==> src/rtl/irq_route_pkg.sv <==
package irq_route_pkg;
  parameter int unsigned N_CH   = 128;
  parameter int unsigned PRIO_W = 3;
  parameter int unsigned VEC_W  = 16;
  parameter int unsigned GRP_SZ = 8;
endpackage

==> src/rtl/chan_cfg_store.sv <==
module chan_cfg_store #(
  parameter int unsigned N_CH   = 128,
  parameter int unsigned PRIO_W = 3,
  localparam int unsigned ID_W  = $clog2(N_CH)
) (
  input  logic                           clk_i,
  input  logic                           rst_ni,
  input  logic                           we_i,
  input  logic [ID_W-1:0]                id_i,
  input  logic                           route_i,
  input  logic [PRIO_W-1:0]              prio_i,
  output logic [N_CH-1:0]                route_o,
  output logic [N_CH-1:0][PRIO_W-1:0]    prio_o,
  output logic [N_CH-1:0]                prio_nz_o
);
  logic [N_CH-1:0]             route_q;
  logic [N_CH-1:0][PRIO_W-1:0] prio_q;

  always_ff @(posedge clk_i or negedge rst_ni) begin
    if (!rst_ni) begin
      route_q <= '0;
      prio_q  <= '0;
    end else if (we_i) begin
      route_q[id_i] <= route_i;
      prio_q[id_i]  <= prio_i;
    end
  end

  for (genvar c = 0; c < N_CH; c++) begin : g_nz
    assign prio_nz_o[c] = |prio_q[c];
  end

  assign route_o = route_q;
  assign prio_o  = prio_q;
endmodule

==> src/rtl/chan_flag_bank.sv <==
module chan_flag_bank #(
  parameter int unsigned N_CH   = 128,
  parameter int unsigned GRP_SZ = 8,
  localparam int unsigned ID_W  = $clog2(N_CH),
  localparam int unsigned N_GRP = N_CH / GRP_SZ,
  localparam int unsigned GRP_W = (N_GRP > 1) ? $clog2(N_GRP) : 1
) (
  input  logic              clk_i,
  input  logic              rst_ni,
  input  logic              set_i,
  input  logic [ID_W-1:0]   set_id_i,
  input  logic              clr_we_i,
  input  logic [GRP_W-1:0]  clr_grp_i,
  input  logic [GRP_SZ-1:0] clr_data_i,
  output logic [N_CH-1:0]   flags_o
);
  logic [N_CH-1:0] flags_q, set_mask, clr_mask;

  always_comb begin
    set_mask = '0;
    clr_mask = '0;
    if (set_i) set_mask[set_id_i] = 1'b1;
    if (clr_we_i) begin
      for (int b = 0; b < int'(GRP_SZ); b++)
        clr_mask[int'(clr_grp_i) * int'(GRP_SZ) + b] = clr_data_i[b];
    end
  end

  // set beats clear on a collision
  always_ff @(posedge clk_i or negedge rst_ni) begin
    if (!rst_ni) flags_q <= '0;
    else         flags_q <= (flags_q & ~clr_mask) | set_mask;
  end

  assign flags_o = flags_q;

  AST_SET_WINS: assert property (@(posedge clk_i) disable iff (!rst_ni)
    set_i |=> flags_q[$past(set_id_i)]);
  AST_FLAGS_HOLD: assert property (@(posedge clk_i) disable iff (!rst_ni)
    (!set_i && !clr_we_i) |=> $stable(flags_q));
endmodule

==> src/rtl/chan_hi_pick.sv <==
module chan_hi_pick #(
  parameter int unsigned N_CH = 128,
  localparam int unsigned ID_W = $clog2(N_CH)
) (
  input  logic [N_CH-1:0] act_i,
  output logic            found_o,
  output logic [ID_W-1:0] id_o
);
  // ascending scan, last hit is the highest ID
  always_comb begin
    found_o = 1'b0;
    id_o    = '0;
    for (int c = 0; c < int'(N_CH); c++) begin
      if (act_i[c]) begin
        found_o = 1'b1;
        id_o    = ID_W'(c);
      end
    end
  end
endmodule

==> src/rtl/chan_irq_router.sv <==
module chan_irq_router
  import irq_route_pkg::*;
#(
  parameter int unsigned CH_N   = N_CH,
  parameter int unsigned PW     = PRIO_W,
  parameter int unsigned VW     = VEC_W,
  parameter int unsigned GS     = GRP_SZ,
  localparam int unsigned ID_W  = $clog2(CH_N),
  localparam int unsigned N_GRP = CH_N / GS,
  localparam int unsigned GRP_W = (N_GRP > 1) ? $clog2(N_GRP) : 1
) (
  input  logic            clk_i,
  input  logic            rst_ni,
  input  logic [CH_N-1:0] periph_req_i,
  input  logic            cfg_we_i,
  input  logic [ID_W-1:0] cfg_id_i,
  input  logic            cfg_route_i,
  input  logic [PW-1:0]   cfg_prio_i,
  input  logic            gie_we_i,
  input  logic            gie_i,
  input  logic            base_we_i,
  input  logic [VW-1:0]   base_i,
  input  logic            clr_we_i,
  input  logic [GRP_W-1:0] clr_grp_i,
  input  logic [GS-1:0]   clr_data_i,
  input  logic            cp_set_i,
  input  logic [ID_W-1:0] cp_set_id_i,
  output logic [CH_N-1:0] flags_o,
  output logic            cpu_irq_o,
  output logic [VW-1:0]   cpu_vec_o,
  output logic [PW-1:0]   cpu_prio_o,
  output logic [CH_N-1:0] cp_req_o
);
  logic [CH_N-1:0]         route_v, prio_nz, flags, cpu_src, act;
  logic [CH_N-1:0][PW-1:0] prio_v;
  logic                    gie_q, found;
  logic [VW-1:0]           base_q;
  logic [ID_W-1:0]         pick_id;
  logic                    irq_q;
  logic [VW-1:0]           vec_q;
  logic [PW-1:0]           prio_q;

  chan_cfg_store #(.N_CH(CH_N), .PRIO_W(PW)) u_cfg (
    .clk_i, .rst_ni, .we_i(cfg_we_i), .id_i(cfg_id_i), .route_i(cfg_route_i),
    .prio_i(cfg_prio_i), .route_o(route_v), .prio_o(prio_v), .prio_nz_o(prio_nz)
  );

  chan_flag_bank #(.N_CH(CH_N), .GRP_SZ(GS)) u_flags (
    .clk_i, .rst_ni, .set_i(cp_set_i), .set_id_i(cp_set_id_i),
    .clr_we_i, .clr_grp_i, .clr_data_i, .flags_o(flags)
  );

  always_ff @(posedge clk_i or negedge rst_ni) begin
    if (!rst_ni) begin
      gie_q  <= 1'b0;
      base_q <= '0;
    end else begin
      if (gie_we_i)  gie_q  <= gie_i;
      if (base_we_i) base_q <= base_i;
    end
  end

  // flags only count on channels handed to the coprocessor
  assign cpu_src = (periph_req_i & ~route_v) | (flags & route_v & {CH_N{gie_q}});
  assign act     = cpu_src & prio_nz;

  chan_hi_pick #(.N_CH(CH_N)) u_pick (.act_i(act), .found_o(found), .id_o(pick_id));

  always_ff @(posedge clk_i or negedge rst_ni) begin
    if (!rst_ni) begin
      irq_q  <= 1'b0;
      vec_q  <= '0;
      prio_q <= '0;
    end else begin
      irq_q  <= found;
      vec_q  <= found ? base_q + {{(VW-ID_W-1){1'b0}}, pick_id, 1'b0} : '0;
      prio_q <= found ? prio_v[pick_id] : '0;
    end
  end

  assign flags_o    = flags;
  assign cpu_irq_o  = irq_q;
  assign cpu_vec_o  = vec_q;
  assign cpu_prio_o = prio_q;
  assign cp_req_o   = periph_req_i & route_v;

  AST_IRQ_NEEDS_PRIO: assert property (@(posedge clk_i) disable iff (!rst_ni)
    cpu_irq_o |-> (cpu_prio_o != '0));
  AST_GIE_GATE: assert property (@(posedge clk_i) disable iff (!rst_ni)
    (cpu_irq_o && !$past(gie_q)) |-> $past(|(periph_req_i & ~route_v)));
  AST_CP_NOT_CPU: assert property (@(posedge clk_i) disable iff (!rst_ni)
    (cpu_src == '0) |=> !cpu_irq_o);
endmodule

==> config.mk <==
export PLATFORM = sky130hd
export DESIGN_NAME = chan_irq_router
export DESIGN_NICKNAME = d
export VERILOG_FILES = /design/src/rtl/irq_route_pkg.sv /design/src/rtl/chan_cfg_store.sv /design/src/rtl/chan_flag_bank.sv /design/src/rtl/chan_hi_pick.sv /design/src/rtl/chan_irq_router.sv
export SDC_FILE = /design/constraint.sdc
export NUM_CORES = 2
export LEC_CHECK = 0
export BUFFER_PORTS_ARGS = -buffer_cell sky130_fd_sc_hd__buf_2
export CORE_ASPECT_RATIO = 1.25
export CORE_UTILIZATION = 35
export CTS_CLUSTER_SIZE = 12
export DETAILED_ROUTE_END_ITERATION = 10
export PLACE_DENSITY_LB_ADDON = 0.15
export SETUP_SLACK_MARGIN = 0.3
export SLEW_MARGIN = 20
export SYNTH_ARGS = -nofsm -noshare
export SYNTH_HDL_FRONTEND = slang
export SYNTH_SLANG_ARGS = --single-unit
==> constraint.sdc <==
create_clock -name clk_i -period 6.2 [get_ports clk_i]
set_input_delay 1.24 -clock clk_i [delete_from_list [all_inputs] [get_ports clk_i]]
set_output_delay 1.24 -clock clk_i [all_outputs]
set_load 0.01 [all_outputs]
# == Word-level counts from Yosys, hierarchy flattened ==
# Index checks and enable logic that the tools add are counted.
# classes
add_sub_neg,8
n_lt_le_gt_ge,21
n_mux,292
bitwise_logic,11
reduce_logical,138
# ops
operator,count
$bwmux W128,8
$and A128 B128 Y128,6
$mux W7,64
$bwmux W384,1
$reduce_or A3 Y1,128
$mux W128,2
$not A128 Y128,2
$or A128 B128 Y128,2
$ge A32 B1 Y1 const B,7
$lt A32 B9 Y1 const B,7
$mux W6,32
$mux W1,139
$and A128 B121 Y128,1
$mux W5,16
$demux W1 S7,9
$add A7 B3 Y8 const B,4
$lt A7 B8 Y1 const B,4
$mux W4,8
$bmux W3 S7,1
$demux W3 S7,1
$ge A7 B1 Y1 const B,3
$mux W3,7
$add A16 B8 Y16,1
$add A7 B2 Y8 const B,2
5 further kinds,15
# totals
ff_bits,677
in_bits,182
output_inout_bits,276
word_cells,605

# == Depth between registers and ports, before layout ==
# logic_depth
depth_word,134
mapped_depth,26
ltp_nobuf,20

# == By module ==
# From an unflattened synthesis, not the netlist that was laid out.
# hier_totals
cells_unflattened,3231
hier_area_um2,35709.2
# modules_own_cells
module,instances,cells_each,area_per_inst_um2,seq_area_each_um2
chan_cfg_store,1,1401,20609.8,12812.3
chan_irq_router,1,1048,8413.1,925.9
chan_flag_bank,1,487,5056.1,3203.1
chan_hi_pick,1,295,1630.3,0.0

# == Least setup slack after synthesis ==
# No wires, ideal clock.
# synth_path
path_type,input-to-reg
from,input periph_req_i[65]
to,register vec_q[11] (netlist: cpu_vec_o[11])
setup_ps,132
arrival_ps,5009
required_ps,6068
path_slack_ps,1059
path_stages,21
path_buffers,3
cell_sequence,nor2b_1 -> o32ai_1 -> or4b_1 -> nor4b_1 -> nand4_1 -> o211ai_2 -> nand2_1 -> buf_4 -> buf_6 -> inv_2 -> buf_2 -> ha_1 -> a21o_1 -> a21o_1 -> a21o_1 -> a21oi_1 -> nor2b_1 -> o21a_1 -> nand3_1 -> xor2_1 -> nor2_1
# synth_between
elab_chain_cells,68
elab_cells_between_ends,131
classes_between,1 x add/sub; 127 x mux; 3 x bitwise
# synth_rtl
item,line_no,text
from (decl),chan_irq_router.sv:14,"input logic [CH_N-1:0] periph_req_i,"
$and A128 B128 Y128 *,chan_irq_router.sv:64,assign cpu_src = (periph_req_i & ~route_v) | (flags & route_v & {CH_N{gie_q}});
$or A128 B128 Y128 *,chan_irq_router.sv:64,
$and A128 B128 Y128 *,chan_irq_router.sv:65,assign act = cpu_src & prio_nz;
$mux W7 (63 in a row),chan_hi_pick.sv:14,if (act_i[c]) begin
$add A16 B8 Y16,chan_irq_router.sv:76,"vec_q <= found ? base_q + {{(VW-ID_W-1){1'b0}}, pick_id, 1'b0} : '0;"
$mux W16 *,chan_irq_router.sv:76,
to (signal assigned),chan_irq_router.sv:76,
to (decl),chan_irq_router.sv:40,logic [VW-1:0] vec_q;
# Every way passes the cells marked *; elsewhere a longest branch is shown, timed or not.
# A chain may end at the register's enable or synchronous reset.

# == Worst setup path in the final report ==
# layout_path
from,register gie_q
to,register vec_q[13] (netlist: cpu_vec_o[13])
# layout_between
elab_chain_cells,132
elab_cells_between_ends,260
classes_between,1 x add/sub; 256 x mux; 3 x bitwise
# layout_rtl
item,line_no,text
from (decl),chan_irq_router.sv:36,"logic gie_q, found;"
from (signal assigned),chan_irq_router.sv:58,if (gie_we_i) gie_q <= gie_i;
$and A128 B128 Y128 *,chan_irq_router.sv:64,
$or A128 B128 Y128 *,chan_irq_router.sv:64,
$and A128 B128 Y128 *,chan_irq_router.sv:65,
$mux W1,chan_hi_pick.sv:14,
$mux W2 or $mux W1 (tied branches) (2 in a row),chan_hi_pick.sv:14,
$mux W3 or $mux W1 (tied branches) (4 in a row),chan_hi_pick.sv:14,
$mux W4 or $mux W1 (tied branches) (8 in a row),chan_hi_pick.sv:14,
$mux W5 or $mux W1 (tied branches) (16 in a row),chan_hi_pick.sv:14,
$mux W6 or $mux W1 (tied branches) (32 in a row),chan_hi_pick.sv:14,
$mux W7 or $mux W1 (tied branches) (64 in a row),chan_hi_pick.sv:14,
$add A16 B8 Y16 or $mux W1 (tied branches),"chan_irq_router.sv:76, chan_hi_pick.sv:14",
$mux W16 *,chan_irq_router.sv:76,
# Marked as above.

==> results.sh <==
export IMPL_min_period_ns=5.65
export IMPL_layout_nets=3990
export IMPL_gr_total_overflow=0
export IMPL_slew_limit_headroom_pct=17.8
export IMPL_via_per_inst=5.84
export IMPL_muxShareOfSynthArea_pct=23.4
export IMPL_clock_latency_ns=0.66
export IMPL_cts_setup_buffers=0
export IMPL_cpMostUsedCell="a21o_1"
export IMPL_synth_simple_gate_area_share_pct=16.1
export IMPL_synthArstFlopShare_pct=100
export IMPL_drtPass1Iterations=6
export IMPL_design_core_area_sq_um=101000
export IMPL_avgSynthCellArea_sq_um=10.7
export IMPL_timing_fmax_mhz=177
export IMPL_start_kind="flop"
export IMPL_setup_tns_ns=0
export IMPL_drv_cap=0
export IMPL_yosysUniqueCellTypes=78
export IMPL_clk_pin_slew_ns=0.06
export IMPL_synth_adder_area_share_pct=0.303
export IMPL_num_rows=130
export IMPL_worstPathCellList="buf_12 -> buf_4 -> and3_1 -> o32ai_1 -> nor4b_1 -> nand2_1 -> o21ai_0 -> a21oi_1 -> a22oi_2 -> inv_6 -> fa_1 -> a21o_1 -> a21o_1 -> a21o_1 -> a21oi_1 -> nor2b_1 -> o21a_1 -> nand3_1 -> xor2_1 -> nor2_1"
export IMPL_cp_slowest_stage_delay_ns=0.70
export IMPL_tightest_slew_ns=1.23
export IMPL_cp_required_ns=6.69
export IMPL_synthCells=3313
export IMPL_dpl_hpwl_um=113000
export IMPL_whs_path_depth=1
export IMPL_hold_end="cpu_vec_o[0]$_DFF_PN0_"
export IMPL_worstReg2RegEnd="cpu_vec_o[13]$_DFF_PN0_"
export IMPL_crit_type="flop to flop"
export IMPL_use_met1_pct=37.7
export IMPL_grt_use_met2_pct=49.6
export IMPL_cts_buffers=76
export IMPL_drive_gt1_share_pct=33.3
export IMPL_hold_viol_final=0
export IMPL_netlist_area_sq_um=35500
export IMPL_seq_area_frac_synth_pct=47.7
export IMPL_die_h_um=358
export IMPL_grt_start_max_net_pins=123
export IMPL_rsz0062_at_grt="false"
export IMPL_met3_usage_pct=5.70
export IMPL_grt_pass1_vias=29935
export IMPL_r2r_cells=20
export IMPL_drt_iter0_markers=2647
export IMPL_reg2reg_slack_ns=0.55
export IMPL_syn_to_final_growth_pct=19.3
export IMPL_top_usage_layer="met2"
export IMPL_final_common_cell="dfrtp_1"
export IMPL_synth_nets=3503
export IMPL_antenna_found_initial=18
export IMPL_ir_worst_vdd_mv=0.234
export IMPL_cellPowerDensity_nw_per_um2=351
export IMPL_wl_um=157000
export IMPL_synth_xor_area_share_pct=0.271
export IMPL_final_cell_mix="dfrtp_1 (676), mux2_2 (547), buf_2 (452)"
export IMPL_end_kind="flop"
export IMPL_postLayoutCoreUtil_pct=42.1
export IMPL_ys_flop_type="dfrtp_1"
export IMPL_drv_slew=0
export IMPL_outcome="finished, final reports clean"
export IMPL_grt_pass1_wl_um=220000
export IMPL_p_leak_uw=0.0202
export IMPL_synth_top_family_by_area="multiplexers"
export IMPL_die_area_sq_um=103000
export IMPL_fin_skew_ns=0.0263
export IMPL_ctsLongestPathBuffers=3
export IMPL_place_congestion=0.955
export IMPL_portBuffers=457
export IMPL_clkSinkCount=677
export IMPL_initial_core_util_pct=35.3
export IMPL_period_share_pct=91.2
export IMPL_htreeDepth=3
export IMPL_hp_start="base_q[0]$_DFFE_PN0P_"
export IMPL_postCtsResizedCells=0
export IMPL_cts_tree="done"
export IMPL_synth_edf_count=0
export IMPL_io_pins=458
export IMPL_antenna_left=0
export IMPL_r2r_start="gie_q$_DFFE_PN0P_"
export IMPL_ys_ff_latch=677
export IMPL_arrival_ns=6.14
export IMPL_drc=0
export IMPL_cp_slowest_cell="dfrtp_4"
export IMPL_synth_compound_area_share_pct=10.1
export IMPL_critical_path_max_fanout=17
export IMPL_ys_warn_count=0
export IMPL_avgRoutedWirePerCell_um=30.3
export IMPL_final_fill_count=10022
export IMPL_dieWidth_um=287
export IMPL_vias=30308
export IMPL_cts_root_buffer="clkbuf_16"
export IMPL_hold_path_class="flop to flop"
export IMPL_final_setup_viol_count=0
export IMPL_hold_buffers=0
export IMPL_grt_util_all_layers_pct=30.0
==> cell families (layout without fill, tap and decap cells) <==
group,Yosys count,count (layout)
AO/OA/AOI/OAI,605,605
XOR/XNOR,11,11
adder cells (fa/ha/maj),8,8
buffers and inverters,164,707
flip-flops,677,677
multiplexers,760,760
other,0,14
AND/OR/NAND/NOR,1088,1088
==> state kept, by name, indices dropped and copies added, names as in the netlist <==
signal and count:
u_cfg.prio_o 384, u_cfg.route_o 128, u_flags.flags_o 128, base_q 16, cpu_vec_o 16, cpu_prio_o 3, cpu_irq_o 1, gie_q 1
==> area by class of cell <==
| class | count | area, sq um | share of cell area (%) |
|---|---|---|---|
| Antenna cell | 14 | 35.0 | 0.0828 |
| Clock buffer | 111 | 2230 | 5.28 |
| Clock inverter | 23 | 244 | 0.576 |
| Inverter | 12 | 50.0 | 0.118 |
| Multi-Input combinational cell | 2472 | 17900 | 42.2 |
| Sequential cell | 677 | 16900 | 40.0 |
| Tap cell | 1320 | 1650 | 3.90 |
| Timing Repair Buffer | 561 | 3290 | 7.76 |
==> cell usage after synthesis, types with 5 or more instances <==
master | number | area (sq um)
nor3_1 | 132 | 661
o21bai_1 | 5 | 37.5
nand3_1 | 180 | 901
clkbuf_1 | 103 | 387
buf_6 | 5 | 56.3
buf_2 | 29 | 145
mux2i_1 | 212 | 2120
o22ai_1 | 11 | 68.8
dfrtp_1 | 677 | 16900
or3_1 | 7 | 43.8
nor4b_1 | 5 | 43.8
o32ai_1 | 26 | 228
o31ai_1 | 5 | 37.5
o21ai_0 | 288 | 1440
a22oi_1 | 16 | 120
inv_1 | 9 | 33.8
xor2_1 | 6 | 52.6
ha_1 | 7 | 87.6
nor2_1 | 117 | 439
xnor2_1 | 5 | 43.8
nand2b_1 | 123 | 769
o211ai_1 | 14 | 105
and3_1 | 43 | 269
or2_2 | 17 | 106
and2_1 | 138 | 863
mux2_2 | 547 | 6160
a21oi_1 | 151 | 756
nor2b_1 | 61 | 382
nand4_1 | 12 | 75.1
nor4_1 | 35 | 219
nand2_1 | 196 | 736
a211oi_1 | 11 | 82.6
a21o_1 | 9 | 67.6
o32a_1 | 17 | 170
o221ai_1 | 7 | 61.3
buf_4 | 13 | 97.6
==> how the worst max path moves through the flow <==
stage	start	slack (ns)	cells past startpoint	to
6_report	gie_q$_DFFE_PN0P_	0.55	20	cpu_vec_o[13]$_DFF_PN0_
5_1_grt	gie_q$_DFFE_PN0P_	0.33	21	cpu_vec_o[10]$_DFF_PN0_
4_1_cts	gie_q$_DFFE_PN0P_	0.67	20	cpu_vec_o[13]$_DFF_PN0_
3_5_place_dp	periph_req_i[116]	0.58	23	cpu_vec_o[13]$_DFF_PN0_
3_3_place_gp	periph_req_i[116]	0.52	23	cpu_vec_o[11]$_DFF_PN0_
2_1_floorplan	periph_req_i[65]	1.06	21	cpu_vec_o[11]$_DFF_PN0_
==> per-layer routing <==
| layer | routed length [um] | up-vias | part of all wire [%] |
|---|---|---|---|
| met5 | 90 | - | 0.057 |
| met4 | 7640 | 14 | 4.9 |
| met3 | 11400 | 283 | 7.2 |
| met2 | 75600 | 1269 | 48 |
| met1 | 62500 | 15639 | 40 |
| li1 | - | 13103 | - |
==> critical path: cells and delay by family, from the launching register on <==
family	cells	cell delay (ns)
DFF	1	0.70
AOI/OAI and AO/OA	9	2.59
xor gates and xnor gates	1	0.15
and+or+nand+nor	6	1.09
buffers and inverters	3	0.54
adders and majority gates	1	0.41
==> per-stage QoR <==
step / cell area [sq um] / worst slack, ns / std cells / hold WS (ns) / power [uW]
after global routing: 42300 / 0.335 / 5178 / 0.538 / 15400
final: 42300 / 0.546 / 5190 / 0.502 / 14900
after CTS: 42300 / 0.669 / 5175 / 0.509 / 14900
after global placement: 39800 / 0.518 / 5041 / 0.479 / 10200
after floorplan: 35500 / 1.06 / 3313 / 0.460 / 8010
after detailed placement: 39800 / 0.585 / 5041 / 0.488 / 10200
==> report_power, final <==
part	leakage, uW	internal (uW)	switching [uW]
Combinational	0.00986	1890	3090
Clock	0.00123	2670	1960
Sequential	0.00912	4850	417
Total	0.0202	9400	5470
No activity file was read; power rests on OpenSTA's default activity.
